--- config.mk ---
export PLATFORM = sky130hd
export DESIGN_NAME = tgclk_out
export DESIGN_NICKNAME = d
export VERILOG_FILES = /design/src/rtl/tgclk_pkg.sv /design/src/rtl/tgclk_regs.sv /design/src/rtl/tgclk_sched.sv /design/src/rtl/tgclk_drive.sv /design/src/rtl/tgclk_out.sv
export SDC_FILE = /design/constraint.sdc
export NUM_CORES = 1
export LEC_CHECK = 0
export BUFFER_PORTS_ARGS = -buffer_cell sky130_fd_sc_hd__clkbuf_2
export CAP_MARGIN = 0
export CORE_MARGIN = 4
export CORE_UTILIZATION = 62
export CTS_CLUSTER_DIAMETER = 80
export DETAILED_ROUTE_END_ITERATION = 8
export PLACE_DENSITY = 0.8
export SKIP_CTS_REPAIR_TIMING = 1
export SYNTH_ARGS = -nofsm -noshare
export SYNTH_HDL_FRONTEND = slang
export SYNTH_SLANG_ARGS = --single-unit
--- constraint.sdc ---
create_clock -name clk -period 5.7 [get_ports clk]
set_clock_uncertainty 0.05 [all_clocks]
set_input_delay 0.285 -clock clk [delete_from_list [all_inputs] [get_ports clk]]
set_output_delay 0.285 -clock clk [all_outputs]
set_load 0.1 [all_outputs]
--- src/rtl/tgclk_pkg.sv ---
package tgclk_pkg;

    // Control word: bit 0 run, bit 1 align to start time, bit 2 interrupt on flip
    typedef struct packed {
        logic irq_on_flip;
        logic align_start;
        logic run;
    } ctrl_t;

    localparam int CTRL_BITS = $bits(ctrl_t);

    // Pin setup word: bit 0 output direction, bit 1 routed to this block
    typedef struct packed {
        logic routed;
        logic dir_out;
    } pincfg_t;

    localparam int PIN_BITS = $bits(pincfg_t);

    function automatic logic owns_pin(input pincfg_t p);
        return p.dir_out & p.routed;
    endfunction

endpackage

--- src/rtl/tgclk_regs.sv ---
module tgclk_regs
    import tgclk_pkg::*;
#(
    parameter int TW = 64,
    parameter int DW = 32,
    parameter int AW = 3
) (
    input  logic          clk,
    input  logic          rst,
    input  logic          wr_en,
    input  logic [AW-1:0] wr_addr,
    input  logic [DW-1:0] wr_data,
    output logic [TW-1:0] start_o,
    output logic [TW-1:0] half_o,
    output ctrl_t         ctrl_o,
    output pincfg_t       pin_o,
    output logic          ctrl_wr_o,
    output ctrl_t         ctrl_new_o
);
    localparam int NW        = TW / DW;
    localparam int HALF_BASE = NW;
    localparam int CTRL_ADDR = 2 * NW;
    localparam int PIN_ADDR  = 2 * NW + 1;

    generate
        for (genvar w = 0; w < NW; w++) begin : g_word
            logic [DW-1:0] start_q;
            logic [DW-1:0] half_q;
            always_ff @(posedge clk) begin
                if (rst) begin
                    start_q <= '0;
                    half_q  <= '0;
                end else if (wr_en) begin
                    if (wr_addr == AW'(w))
                        start_q <= wr_data;
                    if (wr_addr == AW'(HALF_BASE + w))
                        half_q <= wr_data;
                end
            end
            assign start_o[w*DW +: DW] = start_q;
            assign half_o[w*DW +: DW]  = half_q;
        end
    endgenerate

    ctrl_t   ctrl_q;
    pincfg_t pin_q;

    assign ctrl_wr_o  = wr_en && (wr_addr == AW'(CTRL_ADDR));
    assign ctrl_new_o = ctrl_t'(wr_data[CTRL_BITS-1:0]);

    always_ff @(posedge clk) begin
        if (rst) begin
            ctrl_q <= '0;
            pin_q  <= '0;
        end else begin
            if (ctrl_wr_o)
                ctrl_q <= ctrl_new_o;
            if (wr_en && wr_addr == AW'(PIN_ADDR))
                pin_q <= pincfg_t'(wr_data[PIN_BITS-1:0]);
        end
    end

    assign ctrl_o = ctrl_q;
    assign pin_o  = pin_q;
endmodule

--- src/rtl/tgclk_sched.sv ---
module tgclk_sched #(
    parameter int TW = 64
) (
    input  logic          clk,
    input  logic          rst,
    input  logic [TW-1:0] time_now,
    input  logic [TW-1:0] start_t,
    input  logic [TW-1:0] half_t,
    input  logic          run,
    input  logic          ctrl_wr,
    input  logic          new_align,
    output logic [TW-1:0] edge_o,
    output logic          fire_o
);
    logic [TW-1:0] edge_q;

    // unsigned compare; a control write takes precedence over a flip
    assign fire_o = run && !ctrl_wr && (time_now >= edge_q);

    always_ff @(posedge clk) begin
        if (rst)
            edge_q <= '0;
        else if (ctrl_wr)
            edge_q <= new_align ? start_t : time_now;
        else if (fire_o)
            edge_q <= edge_q + half_t;
    end

    assign edge_o = edge_q;
endmodule

--- src/rtl/tgclk_drive.sv ---
module tgclk_drive
    import tgclk_pkg::*;
(
    input  logic    clk,
    input  logic    rst,
    input  logic    fire,
    input  logic    stop,
    input  logic    irq_en,
    input  pincfg_t pin_cfg,
    output logic    level_o,
    output logic    oe_o,
    output logic    irq_o
);
    logic level_q;
    logic irq_q;

    always_ff @(posedge clk) begin
        if (rst || stop) begin
            level_q <= 1'b0;
            irq_q   <= 1'b0;
        end else begin
            if (fire)
                level_q <= !level_q;
            irq_q <= fire && irq_en;
        end
    end

    assign level_o = level_q;
    assign irq_o   = irq_q;
    assign oe_o    = owns_pin(pin_cfg);
endmodule

--- src/rtl/tgclk_out.sv ---
module tgclk_out
    import tgclk_pkg::*;
#(
    parameter int TW = 64,
    parameter int DW = 32,
    parameter int AW = 3
) (
    input  logic          clk,
    input  logic          rst,
    input  logic [TW-1:0] time_now,
    input  logic          wr_en,
    input  logic [AW-1:0] wr_addr,
    input  logic [DW-1:0] wr_data,
    output logic          pin_level,
    output logic          pin_oe,
    output logic          edge_irq
);
    logic [TW-1:0] start_t;
    logic [TW-1:0] half_t;
    ctrl_t         ctrl_q;
    ctrl_t         ctrl_new;
    pincfg_t       pin_q;
    logic          ctrl_wr;
    logic [TW-1:0] sched_edge;
    logic          fire;
    logic          run_now;
    logic          stop_now;

    assign run_now  = ctrl_q.run;
    assign stop_now = ctrl_wr && !ctrl_new.run;

    tgclk_regs #(.TW(TW), .DW(DW), .AW(AW)) u_regs (
        .clk       (clk),
        .rst       (rst),
        .wr_en     (wr_en),
        .wr_addr   (wr_addr),
        .wr_data   (wr_data),
        .start_o   (start_t),
        .half_o    (half_t),
        .ctrl_o    (ctrl_q),
        .pin_o     (pin_q),
        .ctrl_wr_o (ctrl_wr),
        .ctrl_new_o(ctrl_new)
    );

    tgclk_sched #(.TW(TW)) u_sched (
        .clk      (clk),
        .rst      (rst),
        .time_now (time_now),
        .start_t  (start_t),
        .half_t   (half_t),
        .run      (run_now),
        .ctrl_wr  (ctrl_wr),
        .new_align(ctrl_new.align_start),
        .edge_o   (sched_edge),
        .fire_o   (fire)
    );

    tgclk_drive u_drive (
        .clk    (clk),
        .rst    (rst),
        .fire   (fire),
        .stop   (stop_now),
        .irq_en (ctrl_q.irq_on_flip),
        .pin_cfg(pin_q),
        .level_o(pin_level),
        .oe_o   (pin_oe),
        .irq_o  (edge_irq)
    );
endmodule

=== After elaboration in Yosys (flattened, before gate mapping) ===
Index checks and enable logic that the tools add are counted.

* Bits in registers: 198
* Latch bits: 0
* RAM bits: 0
* Memory bits (read-only): 0
* Input bits: 102
* Output and inout bits: 3
* Word-level logic and storage cells: 38
* Memories: 0

* Add/sub/neg operators: 1
* Multiply operators: 0
* Div/mod/pow operators: 0
* $lt $le $gt $ge: 1
* Equal/unequal tests: 5
* Shift-type cells: 0
* Mux-type cells: 3
* Bitwise logic cells: 1
* Reductions and logical operators: 16

{| class="wikitable"
|+ Operator list
! kind !! count
|-
| 64-bit 2-to-1 mux || 3
|-
| 64-bit adder || 1
|-
| 64-bit >= comparator || 1
|-
| 2-bit AND reduction || 4
|-
| 3-bit by 2-bit == test with 1-bit output, second input constant || 2
|-
| 3-bit == test, second input constant || 2
|-
| 1-bit logical AND || 6
|-
| 3-bit by 1-bit == test with 1-bit output, second input constant || 1
|-
| 1-bit logical NOT || 3
|-
| 3-bit logical NOT || 1
|-
| 2-bit nonzero test || 1
|-
| 1-bit bitwise AND || 1
|-
| 1-bit logical OR || 1
|}

=== Longest topological paths before layout ===
* Depth after elaboration: 7
* Depth in mapped cells: 14
* Gate-level depth less buffers: 13

=== Cells and area by module ===
Synthesis repeated with hierarchy kept, for this count alone.

* Cells, all modules: 1666
* Area, all modules: 14084.8 sq um

{| class="wikitable"
|+ By module, submodules not included
! module !! times used !! cells each !! area each (sq um) !! sequential area each (sq um)
|-
| tgclk_sched || 1 || 1183 || 8720.9 || 1281.2
|-
| tgclk_regs || 1 || 475 || 5276.3 || 2662.6
|-
| tgclk_drive || 1 || 7 || 73.8 || 40.0
|-
| tgclk_out || 1 || 1 || 13.8 || 0.0
|}

=== Worst setup path before layout ===
Ideal clock, no wire load.

* Path kind: reg-to-reg
* Start: register u_sched.edge_q[0] (netlist: u_sched.edge_o[0])
* End: register u_sched.edge_q[62] (netlist: u_sched.edge_o[62])
* Library setup time: 0.062 ns
* Data arrival time: 2.969 ns
* Required time: 5.588 ns
* Setup slack: 2.619 ns
* Stages on the path, launching flop included: 14
* Buffers on the path: 0
* Period minus slack after synthesis: 3.081 ns
* Cells stage by stage: dfxtp_1 > ha_1 > inv_1 > fa_1 > nor2b_1 > o2111ai_1 > a21oi_1 > nor2_1 > o41ai_2 > a31oi_1 > a211oi_2 > o2111ai_1 > or4_1 > nand3_1

* Cells in the longest elaborated chain, start to end: 3
* Elaborated cells between the ends (all ways): 6
* Those cells by class: add/sub: 1; order compare: 1; mux: 2; reduce/logical: 2

{| class="wikitable"
|+ Ends and longest elaborated chain
! item !! line !! RTL
|-
| start: declaration || tgclk_sched.sv:15 || <nowiki>logic [TW-1:0] edge_q;</nowiki>
|-
| start signal: assignment || tgclk_sched.sv:24 || <nowiki>edge_q <= new_align ? start_t : time_now;</nowiki>
|-
| start signal: assignment || tgclk_sched.sv:26 || <nowiki>edge_q <= edge_q + half_t;</nowiki>
|-
| 64-bit adder / 64-bit >= comparator (equally long branches) || tgclk_sched.sv:26, tgclk_sched.sv:18 ||
|-
| 64-bit 2-to-1 mux / 1-bit logical AND (equally long branches) || tgclk_sched.sv:25, tgclk_sched.sv:18 ||
|-
| 64-bit 2-to-1 mux / 2-bit nonzero test (equally long branches) || - ||
|}

Parallel ways exist; a longest one is shown, timed or not. The select of a mux whose other input is x is not followed.
A chain may end at the register's enable or synchronous reset.

=== Worst setup path after layout ===
* Start: register u_sched.edge_q[53] (netlist: u_sched.edge_o[53])
* End: register u_sched.edge_q[63] (netlist: u_sched.edge_o[63])

The elaborated chain is that of the path after synthesis.

==> results.py <==
metrics = {
    "synthesis": {
        "synth_xor_area_share_pct": 3.215,
        "combinational_family_with_the_most_area_after_synthesis": "compound AO/OA/AOI/OAI gates",
        "post_synth_instance_area_um2": 13350,
        "yosys-top-cells-area": "sky130_fd_sc_hd__dfxtp_1 30%, sky130_fd_sc_hd__ha_1 12%, sky130_fd_sc_hd__a21oi_1 9.9%",
        "syn_nets": 1995,
        "sequential_area_share_after_synthesis_pct": 29.70,
        "ys_seq_elements": 198,
        "mux_cell_area_share_after_synthesis_pct": 4.143,
        "synth-async-reset-ratio_pct": 0,
        "synth_compound_gate_area_share_pct": 25.64,
        "number_of_synthesized_flops_with_an_enable_pin": 0,
        "ys_warn_count": 0,
        "avgSynthCellArea_um2": 7.562,
        "yosys_most_used_dff": "sky130_fd_sc_hd__dfxtp_1",
        "post-synth-top-area-cell": "sky130_fd_sc_hd__dfxtp_1",
        "postSynthCellCount": 1765,
        "synth_adder_area_share_pct": 12.05,
        "synth_largest_type_area_fraction_pct": 29.70,
        "basic_gate_share_of_the_synthesized_area_counting_and_or_nand_and_nor_cells_pct": 19.52,
        "synth_cell_types": 79,
    },
    "timing": {
        "timing.slew.headroom_pct": 27.49,
        "setup_viol": 0,
        "setup_repair_after_global_routing_missed_its_margin": "false",
        "setup_tns_ps": 0,
        "report.final.hold_viol_count": 0,
        "fin_crit_ps": 4418,
        "timing_max_transition_violations_final": 0,
        "final_min_period_over_clock_period_pct": 77.50,
        "achievable-frequency_mhz": 226.4,
        "fin_hold_ws_ps": 108.1,
        "worst_slew_pin_slew_ps": 1088,
    },
    "drt": {
        "antenna_violating_nets_post_route": 0,
        "drt-pass1-iter-count": 5,
        "drc_errors": 0,
        "avgViaCountPerCell": 6.352,
        "route.final.wire_length_um": 42870,
        "drt_first_iter_violations": 1417,
        "vias": 13200,
        "drt-wirelength-per-cell_um": 20.63,
    },
    "power": {
        "p_sw_mw": 0.9073,
        "power.internal_mw": 2.196,
        "power.density_nw_per_um2": 214.3,
        "power.leakage_nw": 5.775,
        "power.clock.fraction_pct": 39.4,
        "sw_frac_of_total_pct": 29.24,
        "peakVddDrop_mv": 0.2129,
        "seqPwrFrac_pct": 46.5,
        "total_power_mw": 3.103,
        "combinationalPowerShare_pct": 14.1,
    },
    "place": {
        "place.gp.congestion": 0.9928,
        "place.port_buffers": 104,
        "detailedPlacementHpwl_um": 31160,
    },
    "clock_network": {
        "tritoncts": "built",
        "cts.reportedPaths.clkPinSlew_ps": 80,
        "max-clock-path-buffers": 2,
        "clock_insertion_delay_worst_skew_ps": 450,
        "cts_buffers": 17,
        "clock_sinks": 198,
        "htreeDepth": 4,
        "root_cell_of_the_clock_tree": "sky130_fd_sc_hd__clkbuf_16",
    },
    "setup_path": {
        "required_ps": 5930,
        "cp_cell_sequence": "inv_1 -> ha_1 -> and4_1 -> nor4bb_1 -> and3_1 -> nor4b_1 -> a22oi_1 -> a21boi_4 -> buf_4 -> or4b_1 -> nand3_1 -> xnor2_1 -> a211oi_2",
        "critPathBufInv": 2,
        "rrSetupSlack_ps": 1280,
        "crit_type": "flip-flop to flip-flop",
        "path_depth": 13,
        "reg2reg_launch_point": "u_sched.edge_o[53]",
        "critical-path-top-delay-family": "simple AND/OR/NAND/NOR gates",
        "crit_path_top_delay_cell": "sky130_fd_sc_hd__a21boi_4",
        "critPathMaxStageDelay_ps": 590,
        "worst_ep_arrival_time_ps": 4650,
        "r2r_cells": 13,
        "critical_path.endpoint": "u_sched.edge_o[63]",
        "critical_path.endpoint_type": "flip-flop",
        "crit_path_start": "u_sched.edge_o[53]",
        "setup.worst_path.start_class": "flip-flop",
        "crit-reg2reg-capture": "u_sched.edge_o[63]",
        "critical_path.max_fanout": 34,
    },
    "grt": {
        "antenna_found_initial": 0,
        "via_count_of_the_first_global_routing_pass": 12460,
        "first_pass_grt_wire_length_um": 67010,
        "grt_max_degree": 102,
        "grt_overflow": 0,
        "grt_use_total_pct": 35.06,
    },
    "floorplan": {
        "initial_utilization_pct": 63.30,
        "placeableCoreArea_um2": 21090,
        "floorplan.die.width_um": 154.7,
        "io_pins": 105,
        "die_y_um": 154.7,
        "die-area_um2": 23940,
        "floorplan.rows": 53,
    },
    "cells_and_area": {
        "insertedDiodeCount": 0,
        "area_growth_from_synthesis_to_layout_pct": 8.493,
        "final_nets": 2020,
        "ratio_of_cells_with_drive_above_1_in_the_final_layout_pct": 9.762,
    },
    "job": {
        "drv.max_cap_violation_count": 0,
    },
    "outcome": {
        "outcome": "complete, no violations",
    },
    "min_path": {
        "min-delay-path-class": "input port to flip-flop",
    },
}
## per-layer routing
metal | GRT usage (%) | vias up | wire length [um]
met5 | 0 | - | 0
met4 | 12.74 | 0 | 1727
met3 | 4.505 | 94 | 3992
met2 | 55.35 | 619 | 18660
met1 | 49.29 | 6170 | 18490
li1 | - | 6317 | -
## cell usage after synthesis, drive strengths merged (6+ instances only)
library cell	count
o22ai	10
a21oi	265
xnor2	30
xor2	19
ha	127
nor2	90
nor3	20
a211oi	70
a221oi	6
inv	86
a21o	39
and3	8
o21bai	12
nor4	6
and4	6
clkbuf	89
o211ai	7
o21a	11
nor2b	27
o21ai	64
mux2i	53
nand2	348
or3	6
dfxtp	198
nand4	28
buf	22
nand3	16
a31oi	14
o31ai	6
## worst register-to-register path: cells and delay by family, from the launching register on
family / cells / cell delay [ps]
AO/OA/AOI/OAI: 3 / 880
XOR/XNOR: 1 / 140
adder cells (fa/ha/maj): 1 / 290
buffers and inverters: 2 / 600
flip-flops: 1 / 360
AND/OR/NAND/NOR: 6 / 1960
## placed cells by master (no fill, tap or decap), types with 6 or more instances in the layout
cell type	netlist	layout
sky130_fd_sc_hd__or3_1	6	6
sky130_fd_sc_hd__a221oi_1	6	6
sky130_fd_sc_hd__ha_1	127	127
sky130_fd_sc_hd__dfxtp_1	198	198
sky130_fd_sc_hd__mux2i_1	53	53
sky130_fd_sc_hd__o21a_1	11	11
sky130_fd_sc_hd__a211oi_1	66	66
sky130_fd_sc_hd__a21o_1	39	39
sky130_fd_sc_hd__a31oi_1	14	14
sky130_fd_sc_hd__nor4_1	6	6
sky130_fd_sc_hd__o211ai_1	6	6
sky130_fd_sc_hd__o21ai_1	10	10
sky130_fd_sc_hd__o31ai_1	6	6
sky130_fd_sc_hd__nor3_1	19	19
sky130_fd_sc_hd__nand4_1	28	28
sky130_fd_sc_hd__o21bai_1	12	12
sky130_fd_sc_hd__nand3_1	16	14
sky130_fd_sc_hd__a21oi_1	265	264
sky130_fd_sc_hd__xnor2_1	30	30
sky130_fd_sc_hd__and4_1	6	6
sky130_fd_sc_hd__xor2_1	19	19
sky130_fd_sc_hd__nand2_1	347	347
sky130_fd_sc_hd__and3_1	8	7
sky130_fd_sc_hd__buf_4	1	14
sky130_fd_sc_hd__nor2_1	89	88
sky130_fd_sc_hd__o22ai_1	10	10
sky130_fd_sc_hd__nor2b_1	27	27
sky130_fd_sc_hd__clkbuf_2	0	102
sky130_fd_sc_hd__o21ai_0	54	54
sky130_fd_sc_hd__clkbuf_16	0	17
sky130_fd_sc_hd__inv_1	86	86
## power groups by stage
stage	combinational (mW)	clock, mW	sequential (mW)
6_report	0.438	1.22	1.44
3_3_place_gp	0.419	0	1.47
4_1_cts	0.430	1.22	1.44
3_5_place_dp	0.427	0	1.47
2_1_floorplan	0.275	0	1.47
5_1_grt	0.481	1.28	1.45
## how the worst min path moves through the flow
stage | start | to | cells after the start
after global placement | u_regs.ctrl_o[2] | u_drive.irq_o | 2
after global routing | wr_data[31] | u_regs.g_word[0].half_q[31] | 3
final | wr_data[30] | u_regs.g_word[0].start_q[30] | 3
after detailed placement | u_regs.ctrl_o[2] | u_drive.irq_o | 2
after floorplan | u_regs.ctrl_o[2] | u_drive.irq_o | 2
after CTS | wr_data[30] | u_regs.g_word[0].start_q[30] | 3
## state kept, by name (all words and copies together) (netlist names)
signal                 cells
u_drive.level_o            1
u_sched.edge_o            64
u_regs.pin_o               2
u_regs.g_word.start_q     64
u_drive.irq_o              1
u_regs.g_word.half_q      64
u_regs.ctrl_o              2
## stage by stage
step                      setup WS, ps  cells  area (um^2)  util [%]
after floorplan                   2619   1765        13350         -
after global placement            1395   2046        13910     65.96
after detailed placement          1369   2046        13910     65.96
after CTS                         1338   2078        14480     68.67
after global routing              1040   2078        14480     68.67
final                             1282   2078        14480     68.67
## logic make-up after synthesis
group | after synthesis
xor gates and xnor gates | 49
DFF | 198
adders and majority gates | 128
and+or+nand+nor | 587
AOI/OAI and AO/OA | 551
muxes | 55
buffers and inverters | 197
## final cells by class
cell class / instances / area (um^2)
inverters: 86 / 322.8
fillers: 1843 / 6606
repair buffers: 117 / 626.9
flip-flops and latches: 198 / 3964
clock buffers: 19 / 432.9
multi-input cells: 1370 / 8652
well taps: 275 / 344.1
clock inverters: 13 / 138.9
No activity file was read; power rests on OpenSTA's default activity.
